[config.mk]
export PLATFORM = sky130hd
export DESIGN_NAME = rtc_regfile
export DESIGN_NICKNAME = d
export VERILOG_FILES = /design/src/rtl/rtc_regs_pkg.sv /design/src/rtl/rtc_time_bank.sv /design/src/rtl/rtc_irq_unit.sv /design/src/rtl/rtc_regfile.sv
export SDC_FILE = /design/constraint.sdc
export NUM_CORES = 1
export LEC_CHECK = 0
export ABC_AREA = 1
export CORE_MARGIN = 2
export CORE_UTILIZATION = 35
export DETAILED_ROUTE_END_ITERATION = 8
export DONT_BUFFER_PORTS = 1
export GPL_TIMING_DRIVEN = 0
export SYNTH_ARGS = -nofsm -noshare
export SYNTH_HDL_FRONTEND = slang
export SYNTH_SLANG_ARGS = --single-unit
[constraint.sdc]
create_clock -name clk -period 2 [get_ports clk]
set_clock_uncertainty 0.15 [all_clocks]
set_input_delay 0.4 -clock clk [delete_from_list [all_inputs] [get_ports clk]]
set_output_delay 0.4 -clock clk [all_outputs]
set_load 0.02 [all_outputs]
[src/rtl/rtc_regs_pkg.sv]
package rtc_regs_pkg;
    localparam int BYTE_W = 8;

    localparam logic [3:0] ADR_STA = 4'hA;
    localparam logic [3:0] ADR_STB = 4'hB;
    localparam logic [3:0] ADR_STC = 4'hC;
    localparam logic [3:0] ADR_STD = 4'hD;

    localparam int B_SET = 7;

    // Event / flag group, ordered as status C bits 6:4 and status B bits 6:4
    typedef struct packed {
        logic pf;
        logic af;
        logic uf;
    } evt_t;
endpackage

[src/rtl/rtc_time_bank.sv]
module rtc_time_bank #(
    parameter int NUM = 10,
    parameter int AW  = 4
) (
    input  logic                 clk,
    input  logic                 rst_n,
    input  logic                 bus_we,
    input  logic [AW-1:0]        bus_idx,
    input  logic [7:0]           bus_data,
    input  logic                 cnt_we,
    input  logic [AW-1:0]        cnt_idx,
    input  logic [7:0]           cnt_data,
    input  logic                 freeze,
    output logic [NUM-1:0][7:0]  bytes_o
);
    typedef struct packed {
        logic [NUM-1:0][7:0] b;
    } bank_t;

    bank_t bank_d, bank_q;

    always_comb begin
        bank_d = bank_q;
        for (int i = 0; i < NUM; i++) begin
            if (!freeze && cnt_we && cnt_idx == AW'(i))
                bank_d.b[i] = cnt_data;
            if (bus_we && bus_idx == AW'(i))
                bank_d.b[i] = bus_data;
        end
    end

    always_ff @(posedge clk or negedge rst_n) begin
        if (!rst_n) bank_q <= '0;
        else        bank_q <= bank_d;
    end

    assign bytes_o = bank_q.b;

    // counter writes are blocked while the set bit holds the clock
    p_set_freeze_r3: assert property (@(posedge clk) disable iff (!rst_n)
        (freeze && cnt_we && !bus_we) |=> $stable(bytes_o));
endmodule

[src/rtl/rtc_irq_unit.sv]
module rtc_irq_unit
    import rtc_regs_pkg::*;
(
    input  logic clk,
    input  logic rst_n,
    input  evt_t evt,
    input  evt_t en,
    input  logic rd_clr,
    output evt_t flags_o,
    output logic pending_o
);
    typedef struct packed {
        evt_t f;
    } irq_st_t;

    irq_st_t st_d, st_q;

    always_comb begin
        st_d   = st_q;
        st_d.f = (rd_clr ? evt_t'('0) : st_q.f) | evt;
    end

    always_ff @(posedge clk or negedge rst_n) begin
        if (!rst_n) st_q <= '0;
        else        st_q <= st_d;
    end

    assign flags_o   = st_q.f;
    assign pending_o = |(3'(st_q.f) & 3'(en));

    // every event pulse is latched the following cycle
    p_evt_latch_r6: assert property (@(posedge clk) disable iff (!rst_n)
        (|3'(evt)) |=> ((3'(flags_o) & 3'($past(evt))) == 3'($past(evt))));

    // flags are sticky until a clearing read
    p_flag_sticky_r6: assert property (@(posedge clk) disable iff (!rst_n)
        !rd_clr |=> ((3'(flags_o) & 3'($past(flags_o))) == 3'($past(flags_o))));

    // a read with no concurrent event empties the flags
    p_read_clear_r8: assert property (@(posedge clk) disable iff (!rst_n)
        (rd_clr && 3'(evt) == 3'b0) |=> (3'(flags_o) == 3'b0));
endmodule

[src/rtl/rtc_regfile.sv]
module rtc_regfile
    import rtc_regs_pkg::*;
#(
    parameter int          ADDR_W         = 4,
    parameter int          NUM_TIME_BYTES = 10,
    parameter logic [7:0]  RESET_A        = 8'h26,
    parameter logic [7:0]  RESET_B        = 8'h02
) (
    input  logic                        clk,
    input  logic                        rst_n,
    input  logic                        wr_en,
    input  logic                        rd_en,
    input  logic [ADDR_W-1:0]           addr,
    input  logic [7:0]                  wdata,
    output logic [7:0]                  rdata,
    input  logic                        cnt_we,
    input  logic [ADDR_W-1:0]           cnt_idx,
    input  logic [7:0]                  cnt_data,
    input  logic                        uip_in,
    input  logic                        pwr_good,
    input  logic                        evt_periodic,
    input  logic                        evt_alarm,
    input  logic                        evt_update,
    output logic                        irq,
    output logic [1:0]                  div_sel_o,
    output logic                        bank_o,
    output logic [3:0]                  rate_o,
    output logic [7:0]                  ctrl_b_o,
    output logic [NUM_TIME_BYTES*8-1:0] time_o
);
    localparam logic [ADDR_W-1:0] A_STA = ADDR_W'(ADR_STA);
    localparam logic [ADDR_W-1:0] A_STB = ADDR_W'(ADR_STB);
    localparam logic [ADDR_W-1:0] A_STC = ADDR_W'(ADR_STC);
    localparam logic [ADDR_W-1:0] A_STD = ADDR_W'(ADR_STD);

    typedef struct packed {
        logic [6:0]        a;
        logic [BYTE_W-1:0] b;
    } ctl_t;

    ctl_t ctl_d, ctl_q;

    logic [NUM_TIME_BYTES-1:0][7:0] tbytes;
    evt_t  evt, en, flags;
    logic  pending;
    logic  rd_clr;
    logic  bus_time_we;

    always_comb begin
        ctl_d = ctl_q;
        if (wr_en && addr == A_STA) ctl_d.a = wdata[6:0];
        if (wr_en && addr == A_STB) ctl_d.b = wdata;
    end

    always_ff @(posedge clk or negedge rst_n) begin
        if (!rst_n) ctl_q <= '{a: RESET_A[6:0], b: RESET_B};
        else        ctl_q <= ctl_d;
    end

    assign bus_time_we = wr_en && (32'(addr) < NUM_TIME_BYTES);
    assign rd_clr      = rd_en && addr == A_STC;
    assign evt         = '{pf: evt_periodic, af: evt_alarm, uf: evt_update};
    assign en          = evt_t'(ctl_q.b[6:4]);

    rtc_time_bank #(.NUM(NUM_TIME_BYTES), .AW(ADDR_W)) u_bank (
        .clk      (clk),
        .rst_n    (rst_n),
        .bus_we   (bus_time_we),
        .bus_idx  (addr),
        .bus_data (wdata),
        .cnt_we   (cnt_we),
        .cnt_idx  (cnt_idx),
        .cnt_data (cnt_data),
        .freeze   (ctl_q.b[B_SET]),
        .bytes_o  (tbytes)
    );

    rtc_irq_unit u_irq (
        .clk       (clk),
        .rst_n     (rst_n),
        .evt       (evt),
        .en        (en),
        .rd_clr    (rd_clr),
        .flags_o   (flags),
        .pending_o (pending)
    );

    always_comb begin
        rdata = '0;
        for (int i = 0; i < NUM_TIME_BYTES; i++)
            if (addr == ADDR_W'(i)) rdata = tbytes[i];
        if (addr == A_STA) rdata = {uip_in, ctl_q.a};
        if (addr == A_STB) rdata = ctl_q.b;
        if (addr == A_STC) rdata = {pending, 3'(flags), 4'b0000};
        if (addr == A_STD) rdata = {pwr_good, 7'b0};
    end

    assign irq       = pending;
    assign div_sel_o = ctl_q.a[6:5];
    assign bank_o    = ctl_q.a[4];
    assign rate_o    = ctl_q.a[3:0];
    assign ctrl_b_o  = ctl_q.b;
    assign time_o    = tbytes;

    // a bus write to status B is visible on ctrl_b_o next cycle
    p_b_write_r5: assert property (@(posedge clk) disable iff (!rst_n)
        (wr_en && addr == A_STB) |=> (ctrl_b_o == $past(wdata)));

    // the request never rises without some enable bit set
    p_irq_gate_r7: assert property (@(posedge clk) disable iff (!rst_n)
        irq |-> (ctrl_b_o[6:4] != 3'b000));

    // writes elsewhere leave the status A fields unchanged
    p_a_hold_r4: assert property (@(posedge clk) disable iff (!rst_n)
        !(wr_en && addr == A_STA) |=> $stable({div_sel_o, bank_o, rate_o}));
endmodule

======== Yosys cells after proc, flatten, opt, wreduce, memory -nomap -nowiden ========
Cells that the tools add are included.
word-level totals
  output and inout bits ................... 104
  latch bits .............................. 0
  logic and storage cells ................. 114
  memory bits (read-only) ................. 0
  bits in writable memories ............... 0
  memories kept ........................... 0
  register bits after elaboration ......... 98
  input port bits ......................... 34
operators by class
  add/sub/neg operators ................... 0
  muxes and demuxes ....................... 35
  bitwise operators ....................... 2
  divide/modulo/power cells ............... 0
  $mul .................................... 0
  shifts and indexed selects .............. 0
  reductions and logical operators ........ 39
  order comparisons ....................... 1
  eq/ne operators ......................... 22
operator list
  kind                                                             count
  8-bit two-way mux                                                34
  4-bit by 3-bit == test with 1-bit output, second input constant  8
  4-bit == test, second input constant                             8
  1-bit logical AND                                                25
  2-bit nonzero test                                               10
  4-bit by 2-bit == test with 1-bit output, second input constant  4
  4-bit by 1-bit == test with 1-bit output, second input constant  2
  4-bit logical NOT                                                2
  4-bit less-than comparator, second input constant                1
  3-bit bitwise AND                                                1
  3-bit two-way mux                                                1
  3-bit OR                                                         1
  3-bit OR reduction                                               1
  1-bit logical NOT                                                1

======== Logic depth before layout (Yosys ltp) ========
Gate-level depths: netlist (run 1).
  word-level depth ........................ 15
  gate-level depth with buffers ........... 12
  gate-level depth less buffers ........... 12

======== Cells and area by module ========
From an unflattened synthesis (run 1), not the netlist that was laid out.
unflattened totals
  cell total of the unflattened synthesis .. 875
  area, all modules ....................... 6,033.3 µm²
by module, submodules not included
  module         sequential area each (µm²)  times used  area an instance (µm²)  cells each
  rtc_time_bank  2,001.9                     1           4,383.0                 585
  rtc_regfile    380.4                       1           1,525.2                 277
  rtc_irq_unit   75.1                        1           125.1                   13

======== Least setup slack after synthesis (run 1) ========
No wires, ideal clock.
  path type ............................... input to output
  start point ............................. in addr[0]
  end point ............................... out rdata[5]
  data required time ...................... 1,450 ps
  slack ................................... -265 ps
  buffers on the path ..................... 1
  arrival time ............................ 1,715 ps
  stages on the path ...................... 10
  path through ............................ buf_4 inv_2 nand2_1 nor2_2 nand2_1 nand4_1 nand2_1 nand4_1 nand2_1 a21oi_1
on the way
  word-level cells in the longest chain between the ends .. 15
ends and longest elaborated chain
  what                             RTL line           RTL
  from (decl)                      rtc_regfile.sv:13  input logic [ADDR_W-1:0] addr,
  4-bit logical NOT                rtc_regfile.sv:91  if (addr == ADDR_W'(i)) rdata = tbytes[i];
  8-bit two-way mux (10 in a row)  rtc_regfile.sv:91
  8-bit two-way mux                rtc_regfile.sv:92  if (addr == A_STA) rdata = {uip_in, ctl_q.a};
  8-bit two-way mux                rtc_regfile.sv:93  if (addr == A_STB) rdata = ctl_q.b;
  8-bit two-way mux                rtc_regfile.sv:94  if (addr == A_STC) rdata = {pending, 3'(flags), 4'b0000};
  8-bit two-way mux (*)            rtc_regfile.sv:95  if (addr == A_STD) rdata = {pwr_good, 7'b0};
  to (decl)                        rtc_regfile.sv:15  output logic [7:0] rdata,
Mark *: on every way between the ends. The rest lies on a longest branch, timed or not.

======== Final worst setup path (run 1) ========
  start point ............................. reg u_bank.bank_q, in the netlist u_bank.bytes_o[20]
  end point ............................... out rdata[4]
on the way
  word-level cells in the longest chain between the ends .. 12
ends and longest elaborated chain
  what                            RTL line             RTL
  from (decl)                     rtc_time_bank.sv:20  bank_t bank_d, bank_q;
  from (signal assigned)          rtc_time_bank.sv:34  else bank_q <= bank_d;
  8-bit two-way mux (8 in a row)  rtc_regfile.sv:91
  8-bit two-way mux               rtc_regfile.sv:92
  8-bit two-way mux               rtc_regfile.sv:93
  8-bit two-way mux               rtc_regfile.sv:94
  8-bit two-way mux               rtc_regfile.sv:95
No other way between the ends.

==> results.sh, run 1 <==
export IMPL_fin_crit_sh_pct=114
export IMPL_numCtsBuffers=9
export IMPL_synth_seq_area_share_pct=45.4
export IMPL_first_iter_violations=593
export IMPL_critPathArrivalTime_ns=1.74
export IMPL_grt_pass1_wl_um=30700
export IMPL_numPortBuffers=0
export IMPL_avgSynthCellArea_um2=7.98
export IMPL_wl_um=20900
export IMPL_wire_per_inst_um=23.4
export IMPL_clk_pin_slew_worst_paths_ns=0.07
export IMPL_hp_class="primary input to async pin"
export IMPL_r2r_end="u_bank.bytes_o[17]"
export IMPL_p_int_mw=4.18
export IMPL_worstSetupEndpointType="output pin"
export IMPL_seqPwrFrac_pct=53.5
export IMPL_ios=138
export IMPL_status="finished, violations left"
export IMPL_root_buffer="clkbuf_16"
export IMPL_reg2reg_from="ctrl_b_o[7]"
export IMPL_p_leak_nw=2.77
export IMPL_drive_above_1_share_pct=28.6
export IMPL_rrSetupSlack_ns=0.09
export IMPL_ir_drop_mv=0.470
export IMPL_syn_to_final_growth_pct=19.4
export IMPL_die_x_um=128
export IMPL_synth_cell_types=37
export IMPL_dp_hpwl_um=15400
export IMPL_relSlewSlack_pct=34.7
export IMPL_maxCapViolations=0
export IMPL_ys_ff_latch=98
export IMPL_clockBufferDepth=2
export IMPL_fin_ws_ns=-0.290
export IMPL_sw_frac_of_total_pct=38.5
export IMPL_netlist_instances=679
export IMPL_dieHeight_um=128
export IMPL_cts_tree="built"
export IMPL_synth_nets=713
export IMPL_clk_latency_ns=0.35
export IMPL_syn_area_mm2=0.00542
export IMPL_rows=45
export IMPL_vias=5246
export IMPL_ant_nets=0
export IMPL_violations="negative hold slack, negative setup slack"
export IMPL_firstDrtPassIters=5
export IMPL_power_total_mw=6.79
export IMPL_drc=0
export IMPL_seq_area_mm2=0.00250
export IMPL_antenna_found_initial=0
export IMPL_clock_power_share_pct=30.2
export IMPL_diodes=0
export IMPL_dieArea_mm2=0.0165
export IMPL_fin_nets=733
export IMPL_grt_pass1_vias=4976
export IMPL_grt_max_degree=99
export IMPL_p_comb_share_pct=16.2
export IMPL_core_mm2=0.0151
export IMPL_yosysWarnings=0
export IMPL_cp_start_kind="register"
export IMPL_critPathKind="register to output pin"
export IMPL_vias_per_cell=5.88
export IMPL_drv_slew=0
export IMPL_track_usage_pct=25.3
export IMPL_power_switching_mw=2.61
export IMPL_r2r_cells=9
export IMPL_fill_cells=1456
export IMPL_cp_data_required_time_ns=1.45
export IMPL_start_util_pct=35.8
export IMPL_setup_violations_final=8
export IMPL_h_tree_depth=3
export IMPL_tightest_slew_ns=0.980
export IMPL_cp_max_fo=2
export IMPL_max_freq_mhz=437
export IMPL_tns_ns=-1.85
export IMPL_power_density_mw_per_mm2=1050
export IMPL_rsz0062_at_grt="true"
export IMPL_min_period_ns=2.29
export IMPL_utilization_pct=42.7
export IMPL_whs_ns=-0.415
export IMPL_gp_congestion=0.971
export IMPL_multi_input_area_mm2=0.00284
export IMPL_overflow=0
export IMPL_finalHoldViolations=98
export IMPL_clock_sinks=98
cells in the final DEF, fill, tap and decap left out, types with 5 or more instances in the layout:
master,netlist,layout
nand2_1,150,126
inv_2,16,28
nand3_2,0,14
dfrtp_2,0,32
a22oi_1,5,5
o21ai_0,34,34
nor2_4,7,21
nor2_1,62,39
clkbuf_1,9,9
buf_4,4,11
o221ai_1,26,26
clkbuf_16,0,9
nor2_2,8,17
inv_1,76,63
o211ai_1,32,32
dfrtp_1,94,62
or2_2,5,5
nand2_2,4,25
nand3_1,68,54
nand4_1,15,15
nand2_4,3,5
o22ai_1,7,7
a21oi_1,14,12
through the flow:
step,instances,instance area (um2),hold WS (ns),setup slack (ns)
final,892,6470,-0.415,-0.290
after global routing,892,6470,-0.422,-0.378
after CTS,888,6350,-0.414,-0.279
after detailed placement,867,5730,-0.0412,-0.398
after global placement,867,5730,-0.0418,-0.382
after floorplan,679,5490,-0.0456,0.00310
metal layers:
metal / GRT usage (%) / vias to the layer above / routed length, um / part of all wire, %
li1: - / 2357 / - / -
met1: 32.2 / 2524 / 8100 / 39
met2: 39.0 / 303 / 9530 / 46
met3: 6.74 / 62 / 2150 / 10
met4: 14.3 / 0 / 1100 / 5.3
met5: 0 / - / 0 / 0
synthesized netlist by cell type, drive strengths merged:
| library cell | n | area, um2 |
|---|---|---|
| clkinv | 3 | 11.3 |
| clkbuf | 9 | 33.8 |
| buf | 9 | 52.6 |
| a31oi | 2 | 12.5 |
| dfrtp | 94 | 2350 |
| dfstp | 4 | 105 |
| a21oi | 16 | 87.6 |
| nand2 | 157 | 622 |
| a22oi | 5 | 37.5 |
| inv | 93 | 352 |
| a211oi | 2 | 15.0 |
| o21ai | 34 | 170 |
| o221ai | 26 | 228 |
| o211ai | 32 | 240 |
| a221oi | 5 | 68.8 |
| nor2 | 80 | 422 |
| nor4 | 2 | 25.0 |
| nand4 | 15 | 93.8 |
| nand3b | 1 | 7.51 |
| nor3 | 6 | 35.0 |
| nand3 | 68 | 340 |
| or2 | 6 | 37.5 |
| o21bai | 3 | 22.5 |
| o22ai | 7 | 43.8 |
cells by family (layout without fill, tap and decap cells):
kind of cell           count (synthesis)  after routing  share of synthesized area, %
AO/OA/AOI/OAI                        132            132                          17.1
buffers and inverters                114            139                          8.29
flip-flops                            98             98                          45.4
AND/OR/NAND/NOR                      335            335                          29.2
critical path, cell delays in order, from the launching register on:
cell     delay [ns]
dfrtp_2        0.47
inv_1          0.09
nor2_1         0.06
nor2_2         0.12
nand4_1        0.12
nor2_2         0.13
nand4_1        0.18
nand2_2        0.13
a21oi_4        0.08
how the worst max path moves through the flow:
stage / end / startpoint / cells after the start
after floorplan: rdata[6] / addr[0] / 10
after detailed placement: rdata[0] / addr[0] / 12
final: rdata[4] / u_bank.bytes_o[20] / 8
after global placement: rdata[0] / addr[0] / 12
after CTS: rdata[3] / u_bank.bytes_o[3] / 8
after global routing: rdata[4] / u_bank.bytes_o[20] / 8
cell type report:
class | count | share of cell area (%)
multi-input cells | 467 | 43.8
flip-flops and latches | 98 | 38.6
inverters | 96 | 5.80
clock buffers | 11 | 3.91
well taps | 188 | 3.64
clock inverters | 5 | 1.55
plain buffers | 18 | 1.53
repair buffers | 9 | 1.10
power by group through the flow:
stage                     logic [mW]  clock network [mW]  registers (mW)
final                           1.10                2.05            3.63
after global routing            1.22                2.15            3.69
after CTS                       1.07                2.05            3.62
after detailed placement        1.01                   0            3.61
after global placement         0.985                   0            3.60
after floorplan                0.790                   0            3.35
what timing repair did:
action / CTS / global route
endpoints found under the hold margin: 98 / 98
gates resized for setup: 90 / 29
buffers inserted: 5 / 4
pin swaps: 32 / 31
setup endpoints to repair: 57 / 35
sequential cells by signal, summed over array words and instances, names as in the netlist:
name            flops
bank_o              1
u_irq.flags_o       3
ctrl_b_o            8
u_bank.bytes_o     80
div_sel_o           2
rate_o              4
Power figures use the tool's default switching activity.
==> run 2, diff against run 1 <==
CORE_UTILIZATION = 58   (was 35)
PLACE_DENSITY = 0.76   (was not set)
==> results.sh, run 2 (synthesized netlist as in run 1, its figures left out) <==
export IMPL_status="finished, violations left"
export IMPL_violations="negative hold slack, negative setup slack"
export IMPL_first_iter_violations=480
export IMPL_p_int_mw=3.47
export IMPL_track_usage_pct=38.3
export IMPL_fin_nets=742
export IMPL_p_leak_nw=2.72
export IMPL_clk_latency_ns=0.36
export IMPL_cp_max_fo=3
export IMPL_tightest_slew_ns=0.870
export IMPL_grt_pass1_wl_um=28800
export IMPL_clk_pin_slew_worst_paths_ns=0.10
export IMPL_place_ws_ns=-0.410
export IMPL_fin_crit_sh_pct=116
export IMPL_grt_pass1_vias=4995
export IMPL_clockBufferDepth=2
export IMPL_crit_chain="nand3_1 > nand3_2 > nor2_2 > nand4_1 > nand2_1 > nand3_1 > nand2_1 > nand4_1"
export IMPL_rsz0062_at_grt="true"
export IMPL_rows=35
export IMPL_dp_hpwl_um=14000
export IMPL_critPathKind="register to output pin"
export IMPL_ir_drop_mv=0.542
export IMPL_cp_top_family="simple AND/OR/NAND/NOR gates"
export IMPL_cpMaxStageDelayCell="dfrtp_2"
export IMPL_numCtsBuffers=9
export IMPL_h_tree_depth=3
export IMPL_maxCapViolations=0
export IMPL_diodes=0
export IMPL_design_area_mm2=0.00622
export IMPL_setup_violations_final=8
export IMPL_numPortBuffers=0
export IMPL_firstDrtPassIters=6
export IMPL_crit_buf_inv=0
export IMPL_drive_above_1_share_pct=25.8
export IMPL_cts_tree="built"
export IMPL_dieHeight_um=101
export IMPL_power_switching_mw=2.49
export IMPL_hp_class="primary input to async pin"
export IMPL_fin_ws_ns=-0.324
export IMPL_p_comb_share_pct=18.3
export IMPL_gp_congestion=0.966
export IMPL_core_mm2=0.00915
export IMPL_sw_frac_of_total_pct=41.8
export IMPL_die_x_um=101
export IMPL_max_freq_mhz=430
export IMPL_power_density_mw_per_mm2=959
export IMPL_wire_per_inst_um=23.4
export IMPL_cp_start_kind="register"
export IMPL_antenna_found_initial=0
export IMPL_grt_max_degree=99
export IMPL_root_buffer="clkbuf_8"
export IMPL_cp_data_required_time_ns=1.45
export IMPL_placedCellCount=790
export IMPL_start_util_pct=59.2
export IMPL_ios=138
export IMPL_finalHoldViolations=98
export IMPL_vias=5384
export IMPL_cpPeakStageDelay_ns=0.48
export IMPL_largest_register_ff_count=80
export IMPL_layout_commonest_cell="nand2_1"
export IMPL_whs_ns=-0.435
export IMPL_ant_nets=0
export IMPL_postCtsHoldBufs=3
export IMPL_worstSetupEndpointType="output pin"
export IMPL_tns_ns=-1.80
export IMPL_power_total_mw=5.96
export IMPL_relSlewSlack_pct=42.0
export IMPL_drc=0
export IMPL_overflow=0
export IMPL_vias_per_cell=6.53
export IMPL_seqPwrFrac_pct=60.0
export IMPL_drv_slew=0
export IMPL_finalNonFillerCells=824
export IMPL_clock_power_share_pct=21.7
export IMPL_wl_um=19200
export IMPL_critPathArrivalTime_ns=1.77
export IMPL_place_area_mm2=0.00563
export IMPL_dieArea_mm2=0.0101
export IMPL_min_period_ns=2.32
export IMPL_final_cell_mix="nand2_1 (134), inv_1 (66), dfrtp_1 (64)"
export IMPL_clock_sinks=98
export IMPL_syn_to_final_growth_pct=14.8
## run 2: power groups by stage
stage	Sequential, mW	Combinational, mW	Clock (mW)
final	3.58	1.09	1.29
after global placement	3.54	0.964	0
after global routing	3.63	1.20	1.37
after detailed placement	3.55	0.998	0
after CTS	3.56	1.04	1.29
after floorplan	3.35	0.790	0
## run 2: final cells by class
| class | instances | area, um2 |
|---|---|---|
| buffer | 18 | 98.8 |
| sequential | 98 | 2490 |
| clock inverter | 4 | 53.8 |
| timing repair buffer | 18 | 143 |
| multi-input combinational | 467 | 2780 |
| fill | 770 | 2940 |
| tap | 111 | 139 |
| inverter | 96 | 373 |
| clock buffer | 12 | 135 |
## run 2: metal layers
metal | up-vias | global-route usage (%) | share of wire, %
li1 | 2366 | - | -
met1 | 2583 | 53.7 | 39
met2 | 378 | 54.3 | 44
met3 | 57 | 13.0 | 14
met4 | 0 | 15.5 | 3.3
met5 | - | 0 | 0
## run 2: metrics by stage
| step | util [%] | hold slack [ns] |
|---|---|---|
| 2_1_floorplan | - | -0.0456 |
| 3_3_place_gp | 61.5 | -0.0433 |
| 3_5_place_dp | 61.5 | -0.0432 |
| 4_1_cts | 66.4 | -0.438 |
| 5_1_grt | 67.9 | -0.456 |
| 6_report | 67.9 | -0.435 |
## run 2: repair_timing
item / CTS / global route
endpoints found under the setup margin: 53 / 51
buffers inserted: 5 / 10
hold endpoints to repair: 101 / 98
pin swaps: 24 / 18
resized for setup: 75 / 23
## run 2: path summary, 6_finish.rpt
kind                            cells past startpoint            endpoint          startpoint  slack [ns]
worst min-delay path                                0  u_bank.bytes_o[22]               rst_n       -0.43
worst max-delay path                                8            rdata[7]  u_bank.bytes_o[23]       -0.32
worst min register to register                      2    u_irq.flags_o[0]    u_irq.flags_o[0]        0.41
min in group clk                                    2  u_bank.bytes_o[40]            wdata[0]        0.04
max in group asynchronous                           0           rate_o[1]               rst_n        1.89
worst max register to register                      9   u_bank.bytes_o[2]         ctrl_b_o[7]        0.09
